File: config.mk
export PLATFORM = sky130hd
export DESIGN_NAME = mmc_core
export DESIGN_NICKNAME = d
export VERILOG_FILES = /design/src/rtl/mmc_pkg.sv /design/src/rtl/mmc_alu.sv /design/src/rtl/mmc_ctrl.sv /design/src/rtl/mmc_core.sv
export SDC_FILE = /design/constraint.sdc
export NUM_CORES = 2
export LEC_CHECK = 0
export ABC_AREA = 1
export ABC_CLOCK_PERIOD_IN_PS = 9160
export BUFFER_PORTS_ARGS = -buffer_cell sky130_fd_sc_hd__buf_2
export CAP_MARGIN = 20
export CORE_ASPECT_RATIO = 1.1
export CORE_MARGIN = 2
export CORE_UTILIZATION = 60
export DETAILED_ROUTE_END_ITERATION = 8
export PLACE_DENSITY = 0.77
export SYNTH_ARGS = -nofsm -noshare
export SYNTH_HDL_FRONTEND = slang
export SYNTH_HIERARCHICAL = 1
export SYNTH_SLANG_ARGS = --single-unit
File: constraint.sdc
create_clock -name clk -period 9.16 [get_ports clk]
set_input_delay 0 -clock clk [delete_from_list [all_inputs] [get_ports clk]]
set_output_delay 0 -clock clk [all_outputs]
set_load 0.1 [all_outputs]
File: src/rtl/mmc_pkg.sv
package mmc_pkg;

  localparam int OPW = 3;

  typedef enum logic [OPW-1:0] {
    OP_ADD  = 3'd0,
    OP_NAND = 3'd1,
    OP_SHF  = 3'd2,
    OP_LT   = 3'd3,
    OP_CPY  = 3'd4,
    OP_CPI  = 3'd5,
    OP_BR   = 3'd6,
    OP_MUL  = 3'd7
  } op_e;

  typedef enum logic [2:0] {
    ST_FETCH     = 3'd0,
    ST_READ_A    = 3'd1,
    ST_READ_B    = 3'd2,
    ST_READ_IND  = 3'd3,
    ST_EXECUTE   = 3'd4,
    ST_WRITEBACK = 3'd5
  } state_e;

endpackage

File: src/rtl/mmc_alu.sv
module mmc_alu
  import mmc_pkg::*;
#(
  parameter int DW = 32
) (
  input  op_e           op,
  input  logic [DW-1:0] opnd_a,
  input  logic [DW-1:0] opnd_b,
  output logic [DW-1:0] result
);

  localparam logic [DW-1:0] DW_V = DW[DW-1:0];

  logic [DW-1:0] left_amt;

  always_comb begin
    left_amt = opnd_b - DW_V;
    unique case (op)
      OP_ADD:  result = opnd_a + opnd_b;
      OP_NAND: result = ~(opnd_a & opnd_b);
      OP_SHF: begin
        if (opnd_b < DW_V)        result = opnd_a >> opnd_b;
        else if (left_amt < DW_V) result = opnd_a << left_amt;
        else                      result = '0;
      end
      OP_LT:   result = {{(DW-1){1'b0}}, (opnd_a < opnd_b)};
      OP_CPY:  result = opnd_b;
      OP_CPI:  result = opnd_b;
      OP_BR:   result = opnd_a + opnd_b;
      OP_MUL:  result = opnd_a * opnd_b;
      default: result = '0;
    endcase
  end

endmodule

File: src/rtl/mmc_ctrl.sv
module mmc_ctrl
  import mmc_pkg::*;
(
  input  logic   clk,
  input  logic   rst_n,
  input  op_e    dec_op,
  input  logic   dec_imm,
  output state_e state
);

  state_e state_d;
  logic   need_b;
  logic   need_ind;

  assign need_b   = !dec_imm || (dec_op == OP_CPI);
  assign need_ind = (dec_op == OP_CPI) && !dec_imm;

  always_comb begin
    state_d = state;
    unique case (state)
      ST_FETCH:     state_d = ST_READ_A;
      ST_READ_A:    state_d = need_b ? ST_READ_B : ST_EXECUTE;
      ST_READ_B:    state_d = need_ind ? ST_READ_IND : ST_EXECUTE;
      ST_READ_IND:  state_d = ST_EXECUTE;
      ST_EXECUTE:   state_d = (dec_op == OP_BR) ? ST_FETCH : ST_WRITEBACK;
      ST_WRITEBACK: state_d = ST_FETCH;
      default:      state_d = ST_FETCH;
    endcase
  end

  always_ff @(posedge clk or negedge rst_n) begin
    if (!rst_n) state <= ST_FETCH;
    else        state <= state_d;
  end

  AST_FETCH_TO_READ_A: assert property (@(posedge clk) disable iff (!rst_n) (state == ST_FETCH) |=> (state == ST_READ_A)) else $error("fetch not followed by operand read");
  AST_WB_TO_FETCH: assert property (@(posedge clk) disable iff (!rst_n) (state == ST_WRITEBACK) |=> (state == ST_FETCH)) else $error("writeback not followed by fetch");
  AST_IND_AFTER_B: assert property (@(posedge clk) disable iff (!rst_n) (state == ST_READ_IND) |-> ($past(state) == ST_READ_B)) else $error("pointer read without second operand read");

endmodule

File: src/rtl/mmc_core.sv
module mmc_core
  import mmc_pkg::*;
#(
  parameter int AW = 14,
  parameter int DW = 32
) (
  input  logic          clk,
  input  logic          rst_n,
  output logic [AW-1:0] mem_addr,
  output logic          mem_we,
  output logic [DW-1:0] mem_wdata,
  input  logic [DW-1:0] mem_rdata
);

  localparam int B_LSB   = 0;
  localparam int A_LSB   = AW;
  localparam int IMM_BIT = 2 * AW;
  localparam int OP_LSB  = 2 * AW + 1;
  localparam logic [AW-1:0] PC_ONE = {{(AW-1){1'b0}}, 1'b1};

  generate
    if (DW != OP_LSB + OPW) begin : g_bad_width
      $error("instruction word width does not match field layout");
    end
  endgenerate

  state_e        state;
  logic [AW-1:0] pc, pc_d;
  logic          pc_en;
  logic [DW-1:0] ir;
  logic          ir_en;
  logic [DW-1:0] opa;
  logic          opa_en;
  logic          pend_is_a, pend_en;
  logic [DW-1:0] res;
  logic          res_en;
  logic [AW-1:0] wr_addr, wr_addr_d;
  logic          wr_en;

  logic [DW-1:0] dec_word;
  op_e           dec_op;
  logic          dec_imm;
  logic [AW-1:0] fld_a, fld_b;
  logic [DW-1:0] opnd_a, opnd_b;
  logic [DW-1:0] alu_res;
  logic [AW-1:0] pc_inc;

  // In READ_A the instruction word is still on the read port; afterwards it sits in ir.
  assign dec_word = (state == ST_READ_A) ? mem_rdata : ir;
  assign dec_op   = op_e'(dec_word[OP_LSB +: OPW]);
  assign dec_imm  = dec_word[IMM_BIT];
  assign fld_a    = dec_word[A_LSB +: AW];
  assign fld_b    = dec_word[B_LSB +: AW];
  assign pc_inc   = pc + PC_ONE;

  // The last read issued before EXECUTE is still on mem_rdata.
  assign opnd_a = pend_is_a ? mem_rdata : opa;
  assign opnd_b = (dec_imm && dec_op != OP_CPI) ? {{(DW-AW){1'b0}}, fld_b} : mem_rdata;

  mmc_ctrl u_ctrl (
    .clk     (clk),
    .rst_n   (rst_n),
    .dec_op  (dec_op),
    .dec_imm (dec_imm),
    .state   (state)
  );

  mmc_alu #(.DW(DW)) u_alu (
    .op     (dec_op),
    .opnd_a (opnd_a),
    .opnd_b (opnd_b),
    .result (alu_res)
  );

  always_comb begin
    pc_en     = 1'b0;
    pc_d      = pc;
    ir_en     = (state == ST_READ_A);
    opa_en    = (state == ST_READ_B);
    pend_en   = (state == ST_READ_A) || (state == ST_READ_B) || (state == ST_READ_IND);
    res_en    = 1'b0;
    wr_en     = 1'b0;
    wr_addr_d = fld_a;
    if (state == ST_EXECUTE) begin
      if (dec_op == OP_BR) begin
        pc_en = 1'b1;
        if (dec_imm)              pc_d = alu_res[AW-1:0];
        else if (opnd_b == '0)    pc_d = opnd_a[AW-1:0];
        else                      pc_d = pc_inc;
      end else begin
        res_en = 1'b1;
        wr_en  = 1'b1;
        if (dec_op == OP_CPI && dec_imm) wr_addr_d = opnd_a[AW-1:0];
      end
    end else if (state == ST_WRITEBACK) begin
      pc_en = 1'b1;
      pc_d  = pc_inc;
    end
  end

  always_comb begin
    unique case (state)
      ST_FETCH:     mem_addr = pc;
      ST_READ_A:    mem_addr = fld_a;
      ST_READ_B:    mem_addr = fld_b;
      ST_READ_IND:  mem_addr = mem_rdata[AW-1:0];
      ST_WRITEBACK: mem_addr = wr_addr;
      default:      mem_addr = pc;
    endcase
  end

  assign mem_we    = (state == ST_WRITEBACK);
  assign mem_wdata = res;

  always_ff @(posedge clk or negedge rst_n) begin
    if (!rst_n) begin
      pc        <= '0;
      ir        <= '0;
      opa       <= '0;
      pend_is_a <= 1'b0;
      res       <= '0;
      wr_addr   <= '0;
    end else begin
      if (pc_en)   pc        <= pc_d;
      if (ir_en)   ir        <= mem_rdata;
      if (opa_en)  opa       <= mem_rdata;
      if (pend_en) pend_is_a <= (state == ST_READ_A);
      if (res_en)  res       <= alu_res;
      if (wr_en)   wr_addr   <= wr_addr_d;
    end
  end

  AST_PC_HOLD_IN_READS: assert property (@(posedge clk) disable iff (!rst_n) (state == ST_FETCH || state == ST_READ_A || state == ST_READ_B || state == ST_READ_IND) |=> $stable(pc)) else $error("pc moved during operand reads");
  AST_PC_STEP_AFTER_WB: assert property (@(posedge clk) disable iff (!rst_n) (state == ST_WRITEBACK) |=> (pc == $past(pc) + PC_ONE)) else $error("pc did not advance by one after writeback");
  AST_SINGLE_WRITE: assert property (@(posedge clk) disable iff (!rst_n) mem_we |=> !mem_we) else $error("write strobe held for two cycles");
  AST_BR_NO_WRITE: assert property (@(posedge clk) disable iff (!rst_n) (state == ST_EXECUTE && dec_op == OP_BR) |=> (!mem_we && state == ST_FETCH)) else $error("branch produced a memory write");

endmodule

# Word-level counts from Yosys, hierarchy flattened
# Index checks and enable logic that the tools add are counted.
# W data, S select, Z words.
# classes
n_lt_le_gt_ge,3
mux,24
multipliers,1
bitwise_logic,2
n_eq_ne,14
n_shift,2
add_sub_neg,3
n_reduce_logical,14
# op_table
cell,n
$pmux W32 S6,1
$mux W32,5
$mux W14,8
$lt A32 B6 Y1 const B,2
$pmux W14 S4,1
$add A32 B32 Y32,1
$and A32 B32 Y32,1
$logic_not A32 Y1,1
$lt A32 B32 Y1,1
$mul A32 B32 Y32,1
$not A32 Y32,1
$shl A32 B32 Y32,1
$shr A32 B32 Y32,1
$sub A32 B6 Y32 const B,1
$eq A3 B3 Y1 const B,6
$pmux W3 S5,1
$add A14 B1 Y14 const B,1
$eq A3 B2 Y1 const B,4
$mux W3,3
$eq A3 B1 Y1 const B,2
$logic_not A3 Y1,2
$mux W1,5
$reduce_or A2 Y1,2
$logic_and A1 B1 Y1,3
6 further kinds,8
# totals
word_cells,70
out_inout_bits,47
ff_bits,128
input_bits,34

# Depth between registers and ports, before layout
# logic_depth
ltp_word,13
ltp_mapped,50
depth_no_buf,45

# Hierarchy
# The synthesis kept the hierarchy.
# modules_own_cells
module,area_each_um2,n_inst,cells_per_inst
mmc_alu,24385.9,1,3779
mmc_core,6934.2,1,967
mmc_ctrl,193.9,1,29

# Worst setup path before layout
# OpenSTA, ideal clock, no wires.
# synth_path
kind,flip-flop to flip-flop
start,reg u_ctrl.state[0]
end,reg res[29] (netlist: mem_wdata[29])
arrival_time_ns,8.797
n_path_buf,7
path_slack_ns,0.243
path_stages_with_launch,45
path_cell_list,dfrtp_1 buf_4 nand3_4 nand2_1 nand2_1 nand3_4 buf_4 nand3_1 nand2_1 inv_1 buf_1 clkbuf_1 clkbuf_1 buf_1 buf_1 nand2_1 inv_1 fa_1 [... 9 more ...] fa_1 fa_1 ha_1 nand2_1 nor4_1 nand4_1 nand3_1 nand2_1 o211ai_1 nand2_1 nand2_1 a31oi_1 nor2_1 nor2_1 a21oi_1 nand3_1 nand2_1 nand2_1
# synth_via
elab_chain_len,10
elab_cells_between_ends,30
cone_classes,add/sub: 2; mul: 1; order compare: 2; eq/ne: 10; shift: 2; mux: 7; bitwise: 2; reduce/logical: 4
# synth_rtl
item,line,rtl
"start, declared",mmc_ctrl.sv:8,output state_e state
"start signal, assigned",mmc_ctrl.sv:33,else state <= state_d;
$eq A3 B1 Y1 *,mmc_core.sv:49,assign dec_word = (state == ST_READ_A) ? mem_rdata : ir;
$mux W32 *,-,
net dec_word[31],mmc_core.sv:40,logic [DW-1:0] dec_word;
$ne A3 B3 Y1 *,mmc_core.sv:58,"assign opnd_b = (dec_imm && dec_op != OP_CPI) ? {{(DW-AW){1'b0}}, fld_b} : mem_rdata;"
$logic_and A1 B1 Y1 *,mmc_core.sv:58,
$mux W32 *,mmc_core.sv:58,
net opnd_b[2],mmc_core.sv:44,"logic [DW-1:0] opnd_a, opnd_b;"
$sub A32 B6 Y32,mmc_alu.sv:17,left_amt = opnd_b - DW_V;
$lt A32 B6 Y1 or $shl A32 B32 Y32 (tied branches),mmc_alu.sv:23,else if (left_amt < DW_V) result = opnd_a << left_amt;
$mux W32,mmc_alu.sv:23,
$mux W32,mmc_alu.sv:22,if (opnd_b < DW_V) result = opnd_a >> opnd_b;
$pmux W32 S6 *,mmc_alu.sv:18,unique case (op)
net alu_res[29],mmc_core.sv:45,logic [DW-1:0] alu_res;
"end signal, assigned",mmc_core.sv:128,if (res_en) res <= alu_res;
"end, declared",mmc_core.sv:35,logic [DW-1:0] res;
# The timed path passes the listed nets; every way through them passes the cells marked *.
# A chain may end at the register's enable or synchronous reset.

# Final worst setup path
# layout_path
start,reg u_ctrl.state[2]
end,reg res[31] (netlist: mem_wdata[31])
# layout_via
elab_chain_len,10
elab_cells_between_ends,30
cone_classes,add/sub: 2; mul: 1; order compare: 2; eq/ne: 10; shift: 2; mux: 7; bitwise: 2; reduce/logical: 4
# layout_rtl
item,line
$eq A3 B1 Y1 *,mmc_core.sv:49
$mux W32 *,-
$ne A3 B3 Y1,mmc_core.sv:58
$logic_and A1 B1 Y1,mmc_core.sv:58
$mux W32 *,mmc_core.sv:58
net opnd_b[10],mmc_core.sv:44
$sub A32 B6 Y32,mmc_alu.sv:17
$lt A32 B6 Y1 or $shl A32 B32 Y32 (tied branches),mmc_alu.sv:23
$mux W32,mmc_alu.sv:23
$mux W32,mmc_alu.sv:22
$pmux W32 S6 *,mmc_alu.sv:18
net alu_res[31],mmc_core.sv:45
# Marked as above.

==> summary.txt <==
Clocking
  • Clk_lat worst skew: 430 ps
  • Htree depth: 4
  • Root Buffer: clkbuf_16
  • TritonCTS Sinks: 128
  • CTS tree: built
  • Num CTS Buffers: 17
  • Worst-case clock buffer depth: 2
  • Clock transition at path regs: 60 ps

Timing
  • Max_slew headroom: 22.4%
  • Hold Fails Final Rpt: 0
  • Setup Skew: 12.8 ps
  • Max Transition Viols Final: 0
  • Worst hold slack: 30.5 ps
  • Slew of the pin with the lowest slew margin: 1160 ps
  • Tcrit/Tclk final: 96.4%
  • Peak Freq: 0.113 GHz
  • Final count of negative-setup-slack endpoints: 0
  • Min Tclk post-route: 8830 ps

Floorplan
  • # rows: 88
  • Chip width: 223 um
  • Height of the chip: 244 um
  • Ports: 81
  • Initial Util: 60.4%
  • Core Area: 0.0522 mm^2
  • Die area: 0.0544 mm^2

Drt
  • 1st-pass router iterations: 6
  • Via count: 32780
  • Via density: 5.94
  • Final antenna-violating net count: 0
  • Met3 Wirelength: 14600 um
  • Metal2 WL: 55000 um
  • Initial drt markers: 4070
  • Met1 Routed Length: 47100 um
  • WL final: 126000 um
  • DRC: 0
  • Wire per inst: 22.8 um
  • Top routing layer in use: met5

Setup path
  • CP Class: register to register
  • CP max-delay cell: fa_1
  • Most used cell, CP: nand2_1
  • Crit-path max cell delay: 550 ps
  • CP endpoint kind: register
  • Worst Setup Start Kind: register
  • Arrival @ worst endpoint: 9200 ps
  • Crit path max fanout: 27
  • CP required: 9520 ps

Yosys
  • Top cell type by total area after synthesis: fa_1
  • Post-Syn Area: 0.0315 mm^2
  • Ys async rst share: 100%
  • Top post-synthesis cells by area: fa_1, nand2_1, inv_1
  • Sequential share of the synthesized area: 10.2%
  • Ys Warns: 6
  • Top_reg_cell synth: dfrtp_1
  • Post-Syn Instances: 4775
  • Syn Area/Cell: 6.60 um^2
  • Synth top area share: 26.0%
  • Net count after synthesis: 5407
  • Post-synth EDFFs: 0
  • Distinct cell type count after synthesis: 58
  • #FFs+latches synth: 128

Final layout
  • Final #Nets: 5462
  • Share of cells above drive strength 1: 8.49%
  • Layout area overhead: 8.34%

Global routing
  • Vias in the first global route: 31638
  • Largest net degree at the start of global routing: 76
  • First-pass GRT wire length: 189000 um
  • Tot GR Track Use: 46.3%
  • GR Overflow Total: 0
  • Initial antenna violation count: 5

Placed design
  • GPL Wtd Cong: 1.08
  • PortBufs: 80
  • Dpl hpwl: 101000 um

Outcome
  • Status: complete, no violations

Run
  • MaxCap Viol Count: 0

Min path
  • HP Class: input port to register
metrics by stage:
| step | cells | TNS, ps | setup slack [ps] | cell area, um^2 | util (%) |
|---|---|---|---|---|---|
| 2_1_floorplan | 4775 | 0 | 243 | 31500 | - |
| 3_3_place_gp | 5452 | 0 | 224 | 33100 | 63.4 |
| 3_5_place_dp | 5452 | 0 | 123 | 33100 | 63.4 |
| 4_1_cts | 5510 | 0 | 69.2 | 34000 | 65.2 |
| 5_1_grt | 5516 | -58.8 | -30.3 | 34100 | 65.4 |
| 6_report | 5518 | 0 | 325 | 34100 | 65.4 |
layout make-up:
cell class                      count  area, um^2
Multi-Input combinational cell   3416       23700
Timing Repair Buffer              289        2130
Clock buffer                       19         443
Antenna cell                        2        5.00
Inverter                          978        3680
Tap cell                          675         845
Sequential cell                   128        3210
Clock inverter                     11         179
Fill cell                        4759       18000
final timing paths:
check                                          start                        end  cells after the start  slack (ps)
max                        u_ctrl/state[2]$_DFF_PN0_  mem_wdata[31]$_DFFE_PN0P_                     41         330
min                                     mem_rdata[1]         opa[1]$_DFFE_PN0P_                      3          30
max reg2reg                u_ctrl/state[2]$_DFF_PN0_  mem_wdata[31]$_DFFE_PN0P_                     41         330
min reg2reg                         ir[19]$_DFF_PN0_           ir[19]$_DFF_PN0_                      2         480
max in group asynchronous                      rst_n      pend_is_a$_DFFE_PN0P_                      3        7690
min in group asynchronous                      rst_n          pc[9]$_DFFE_PN0P_                      2         180
cell usage in the layout (no fill, tap or decap), types with 5 or more instances in the layout:
master / n
nand3b_1: 12
fa_1: 409
o22ai_1: 16
o21bai_1: 6
nand2_1: 1461
o2111ai_1: 11
nor2_2: 21
dfrtp_1: 126
o21a_1: 6
o21ai_2: 8
a21oi_1: 185
o21ai_0: 250
xnor2_1: 28
buf_4: 172
a21o_1: 6
nand3_1: 239
nand2_2: 12
buf_12: 5
nor2_1: 232
xor2_1: 57
a22oi_1: 9
dlygate4sd3_1: 28
nor3_1: 32
clkbuf_16: 17
or2_2: 30
nor2_4: 8
ha_1: 188
buf_2: 79
clkinv_1: 6
o31ai_1: 6
nand4_1: 51
o211ai_1: 17
inv_2: 15
inv_1: 954
o221ai_1: 13
a31oi_1: 13
o21ai_1: 30
a221oi_1: 11
worst max-delay path, delay by kind of cell, from the launching register on:
kind | cells | cell delay (ps)
adder cells (fa/ha/maj) | 9 | 4150
buffers and inverters | 9 | 1180
AO/OA/AOI/OAI | 2 | 390
flip-flops | 1 | 460
AND/OR/NAND/NOR | 21 | 2520
flip-flops by register name, indices dropped and copies added, names as in the netlist:
register,flops
pc,14
mem_wdata,32
ir,32
pend_is_a,1
wr_addr,14
u_ctrl/state,3
opa,32
routing by layer:
layer / GRT usage [%] / vias up
met2: 71.7 / 2079
met5: 0 / -
met4: 28.0 / 4
met1: 59.0 / 15598
li1: - / 14649
met3: 11.1 / 450
what timing repair did:
| action | CTS | global route |
|---|---|---|
| hold buffers | 28 | 0 |
| gates resized for setup | 0 | 22 |
| setup buffers | 0 | 6 |
| endpoints found under the hold margin | 113 | 0 |
| setup endpoints to repair | 0 | 17 |
kinds of logic after synthesis:
logic type      Yosys count  share of synthesized area, %
compound gates          611                          10.9
xor+xnor                 85                          2.36
fa+ha+maj               598                          33.5
buf+inv                1231                          15.1
flops                   128                          10.2
mux                       2                        0.0635
simple gates           2120                          27.9
synthesized netlist by cell type, types with 51 or more instances:
library cell and count:
ha_1 189, nand3_1 239, inv_1 958, o21ai_0 263, xor2_1 57, nand2_1 1468, a21oi_1 185, nor2_1 237
nand4_1 51, fa_1 409, clkbuf_1 160, dfrtp_1 128
Power is left out: the tool's default activity adds up to more than one toggle a clock period on the data nets, which glitch-free logic cannot reach.
